### config.mk
export PLATFORM = sky130hd
export DESIGN_NAME = dual_dac_loader
export DESIGN_NICKNAME = d
export VERILOG_FILES = /design/src/rtl/dac_if_pkg.sv /design/src/rtl/dac_wr_decode.sv /design/src/rtl/dac_hold_reg.sv /design/src/rtl/dac_out_reg.sv /design/src/rtl/dual_dac_loader.sv
export SDC_FILE = /design/constraint.sdc
export NUM_CORES = 1
export LEC_CHECK = 0
export CAP_MARGIN = 20
export CORE_MARGIN = 3
export CORE_UTILIZATION = 25
export CTS_BUF_LIST = sky130_fd_sc_hd__clkbuf_16
export CTS_CLUSTER_SIZE = 40
export DETAILED_ROUTE_END_ITERATION = 10
export DONT_BUFFER_PORTS = 1
export PLACE_DENSITY = 0.39
export SLEW_MARGIN = 20
export SYNTH_ARGS = -nofsm -noshare
export SYNTH_HDL_FRONTEND = slang
export SYNTH_HIERARCHICAL = 1
export SYNTH_SLANG_ARGS = --single-unit
### constraint.sdc
create_clock -name clk -period 1.4 [get_ports clk]
set_input_delay 0.14 -clock clk [delete_from_list [all_inputs] [get_ports clk]]
set_output_delay 0.14 -clock clk [all_outputs]
set_load 0.02 [all_outputs]
### src/rtl/dac_if_pkg.sv
package dac_if_pkg;

    localparam int NUM_CH = 2;

    typedef enum logic [1:0] {
        SEL_A_LO = 2'd0,
        SEL_A_HI = 2'd1,
        SEL_B_LO = 2'd2,
        SEL_B_HI = 2'd3
    } piece_sel_e;

    typedef struct packed {
        logic lo_en;
        logic hi_en;
    } part_en_t;

    function automatic int unsigned chan_of(piece_sel_e sel);
        return int'(sel[1]);
    endfunction

    function automatic logic is_high_part(piece_sel_e sel);
        return sel[0];
    endfunction

endpackage

### src/rtl/dac_wr_decode.sv
module dac_wr_decode
    import dac_if_pkg::*;
(
    input  logic                    cs_n,
    input  logic                    wr_n,
    input  logic [1:0]              addr,
    output part_en_t [NUM_CH-1:0]   part_en
);

    piece_sel_e sel;
    logic       wr_act;

    assign sel    = piece_sel_e'(addr);
    assign wr_act = !cs_n && !wr_n;

    always_comb begin
        part_en = '0;
        for (int ch = 0; ch < NUM_CH; ch++) begin
            if (wr_act && chan_of(sel) == ch) begin
                part_en[ch].lo_en = !is_high_part(sel);
                part_en[ch].hi_en =  is_high_part(sel);
            end
        end
    end

endmodule

### src/rtl/dac_hold_reg.sv
module dac_hold_reg
    import dac_if_pkg::*;
#(
    parameter int DATA_W = 8,
    parameter int CODE_W = 12
) (
    input  logic              clk,
    input  logic              clr_n,
    input  part_en_t          en,
    input  logic [DATA_W-1:0] data,
    output logic [CODE_W-1:0] hold_d,
    output logic [CODE_W-1:0] hold_q
);

    localparam int LO_W = DATA_W;
    localparam int HI_W = CODE_W - DATA_W;

    always_comb begin
        hold_d = hold_q;
        if (en.lo_en) hold_d[LO_W-1:0]      = data;
        if (en.hi_en) hold_d[CODE_W-1:LO_W] = data[HI_W-1:0];
    end

    always_ff @(posedge clk or negedge clr_n) begin
        if (!clr_n) hold_q <= '0;
        else        hold_q <= hold_d;
    end

endmodule

### src/rtl/dac_out_reg.sv
module dac_out_reg
    import dac_if_pkg::*;
#(
    parameter int CODE_W = 12
) (
    input  logic                           clk,
    input  logic                           clr_n,
    input  logic                           load,
    input  logic [NUM_CH-1:0][CODE_W-1:0]  d,
    output logic [NUM_CH-1:0][CODE_W-1:0]  q
);

    always_ff @(posedge clk or negedge clr_n) begin
        if (!clr_n)    q <= '0;
        else if (load) q <= d;
    end

endmodule

### src/rtl/dual_dac_loader.sv
module dual_dac_loader
    import dac_if_pkg::*;
#(
    parameter int DATA_W = 8,
    parameter int CODE_W = 12
) (
    input  logic              clk,
    input  logic              clr_n,
    input  logic              cs_n,
    input  logic              wr_n,
    input  logic              upd_n,
    input  logic [1:0]        addr,
    input  logic [DATA_W-1:0] data,
    output logic [CODE_W-1:0] dac_a,
    output logic [CODE_W-1:0] dac_b
);

    part_en_t [NUM_CH-1:0]          part_en;
    logic [NUM_CH-1:0][CODE_W-1:0]  hold_d;
    logic [NUM_CH-1:0][CODE_W-1:0]  hold_q;
    logic [NUM_CH-1:0][CODE_W-1:0]  code_q;
    logic                           upd_act;

    dac_wr_decode u_dec (
        .cs_n    (cs_n),
        .wr_n    (wr_n),
        .addr    (addr),
        .part_en (part_en)
    );

    for (genvar ch = 0; ch < NUM_CH; ch++) begin : g_hold
        dac_hold_reg #(
            .DATA_W (DATA_W),
            .CODE_W (CODE_W)
        ) u_hold (
            .clk    (clk),
            .clr_n  (clr_n),
            .en     (part_en[ch]),
            .data   (data),
            .hold_d (hold_d[ch]),
            .hold_q (hold_q[ch])
        );
    end

    assign upd_act = !cs_n && !upd_n;

    // Loading from hold_d lets a write on the update edge reach the outputs.
    dac_out_reg #(
        .CODE_W (CODE_W)
    ) u_out (
        .clk   (clk),
        .clr_n (clr_n),
        .load  (upd_act),
        .d     (hold_d),
        .q     (code_q)
    );

    assign dac_a = code_q[0];
    assign dac_b = code_q[1];

endmodule

==> impl_results.md <==
- Max VDD drop: 0.478 mV
- CP Launch Type: primary input
- Starting DRT DRC Count: 12
- Kind of end point of the critical path: flop
- Met3 Use GR: 4.58%
- Vias in the first global route: 995
- Busiest grt layer: met2
- Tightest Pin Transition: 0.281 ns
- IO Port Bufs: 0
- Maximum operating frequency: 944 MHz
- Pre-CTS setup slack: 0.0329 ns
- Max Fanout on Critical Path: 8
- Power Density: 1750 mW/mm2
- FF+latch count, synth: 48
- Area leader, netlist: dfrtp_1
- Final HPWL DP: 2520 um
- Site row count: 31
- Setup bufs post-CTS: 0
- Post-route setup slack: 0.340 ns
- RR Endpoint: u_out/q[0]
- Synth warn: 6
- RePlAce Congestion: 0.707
- I/O pin total: 39
- Hold path cells: 1
- Max Clock Skew: 0.00434 ns
- Vias/cell: 4.15
- DRC viols: 0
- Diodes inserted: 0
- Total core area: 0.00749 mm2
- Cells after synthesis: 106
- Lkg Pwr: 1.00 nW
- Minimum clock period after layout: 1.06 ns
- Critical Path AT: 1.22 ns
- Largest net degree at the start of global routing: 49
- Top cells by area, synth: dfrtp_1 60%, mux2_4 27%, mux2_2 6.8%
- Starting Density: 26.6%
- ANT nets after route: 0
- Maximum level of the CTS H-tree: 2
- Final period util: 75.7%
- Register area share after synthesis: 60.3%
- Worst EP required: 1.56 ns
- Die Height: 95.2 um
- Clock buffer depth: 2
- Reg-to-Reg Start: g_hold[0].u_hold/hold_q[0]
- Met2 Usage GRT: 13.1%
- Clk_lat worst skew: 0.28 ns
- Hold EP: g_hold[0].u_hold/hold_q[0]
- Average wire per standard cell: 17.5 um
- Pre-antenna DRT Iters: 2
- Synth Cell Area: 0.00199 mm2
- DRT Wirelength: 3720 um
- R2R depth: 2
- CTS Buf Count: 5
- Die width: 95.2 um
- Final hold vios: 0
- Post-Syn Nets: 121
- M1 GR Usage: 11.4%
- Endpoints failing setup: 0
- Unique masters post-synth: 9
- CTS clk-pin slew, worst paths: 0.06 ns
- # clock sinks: 48
- CTS tree: built
- Crit Path Class: primary input to flop
- Outcome: finished clean
- Initial antenna violation count: 0
- Overflow after GRT: 0
- Power, Total: 3.98 mW
- Area Growth Syn to Fin: 14.5%
- FF-to-FF setup slack: 0.38 ns
- Post-synth top area share: 60.3%
- Max-cap viol count: 0
- Min-Delay Path Class: primary input to flop
- Die area: 0.00907 mm2
- Gr usage total: 8.95%
- Root Driver: clkbuf_16
- Via count: 884
- Synth Area per Inst: 18.8 um2
- First-pass GRT wire length: 5870 um
- Layout net count: 129
- RSZ-0062 raised after global routing: no
- Max-slew headroom: 81.3%
- Hold slack: 0.0174 ns
- Share of layout cells above drive strength 1: 55.3%
- Slew Limit Fails: 0
- Hold path start: data[0]
- Final setup TNS: 0 ns
worst max-delay path, cell delays in order:
cell and delay, ns:
nor4_2 0.24, buf_4 0.25, mux2_4 0.32, mux2_2 0.27
cells by family (layout without fill, tap and decap cells):
family / Yosys count / in the layout / share of synthesized area [%]
and+or+nand+nor: 5 / 5 / 2.01
muxes: 48 / 48 / 33.9
buffers and inverters: 5 / 13 / 3.71
DFF: 48 / 48 / 60.3
layout by cell type, fill, tap and decap left out:
master | synthesis | layout
buf_12 | 2 | 1
dlygate4sd3_1 | 0 | 1
dfrtp_1 | 48 | 48
nor4_2 | 0 | 1
buf_4 | 0 | 3
mux2_4 | 36 | 36
clkinv_1 | 0 | 2
mux2_2 | 12 | 12
nor4b_2 | 0 | 2
clkbuf_16 | 0 | 5
nor2_4 | 0 | 1
buf_16 | 0 | 1
and4bb_2 | 1 | 1
cells in the mapped netlist, drive strengths merged:
library cell,n
nor4b,2
dfrtp,48
mux2,48
nor4,1
buf,5
and4bb,1
nor2,1
cell type report:
cell class	instances	area, um2
clock buffer	5	125
fill	757	5210
timing repair buffer	6	80.1
multi-input combinational	53	742
sequential	48	1200
clock inverter	2	7.51
tap	99	124
worst max-delay path by stage:
| stage | start | end | slack [ns] | cells after the start |
|---|---|---|---|---|
| 3_5_place_dp | wr_n | u_out/q[17] | 0.03 | 4 |
| 3_3_place_gp | wr_n | u_out/q[5] | 0.01 | 4 |
| 5_1_grt | wr_n | u_out/q[0] | 0.29 | 4 |
| 2_1_floorplan | wr_n | u_out/q[12] | 0.05 | 4 |
| 6_report | wr_n | u_out/q[0] | 0.34 | 4 |
| 4_1_cts | wr_n | u_out/q[18] | 0.33 | 4 |
repair_timing:
action                                 4_1_cts  5_1_grt
hold buffers                                 2        0
resized for setup                            0        0
endpoints found under the hold margin       48        0
power by group:
part	internal [mW]	leakage (nW)	switching, mW
clock	0.639	0.0648	0.456
sequential	1.75	0.578	0.483
combinational	0.464	0.360	0.187
routing by layer:
metal  vias up  share of wire (%)
met5         -                  0
met4         0               0.91
met3         5                 10
met2        35                 45
met1       451                 44
li1        393                  -
registers in the layout (all words and copies together), names as in the netlist:
signal	cells
g_hold.u_hold/hold_q	24
u_out/q	24
through the flow:
step / util (%) / cells / area, um2
after global routing: 30.5 / 213 / 2280
after global placement: 28.2 / 204 / 2110
after floorplan: - / 106 / 2000
after detailed placement: 28.2 / 204 / 2110
final: 30.5 / 213 / 2280
after CTS: 30.5 / 213 / 2280
Note: power is estimated with default switching activity, not from simulation.
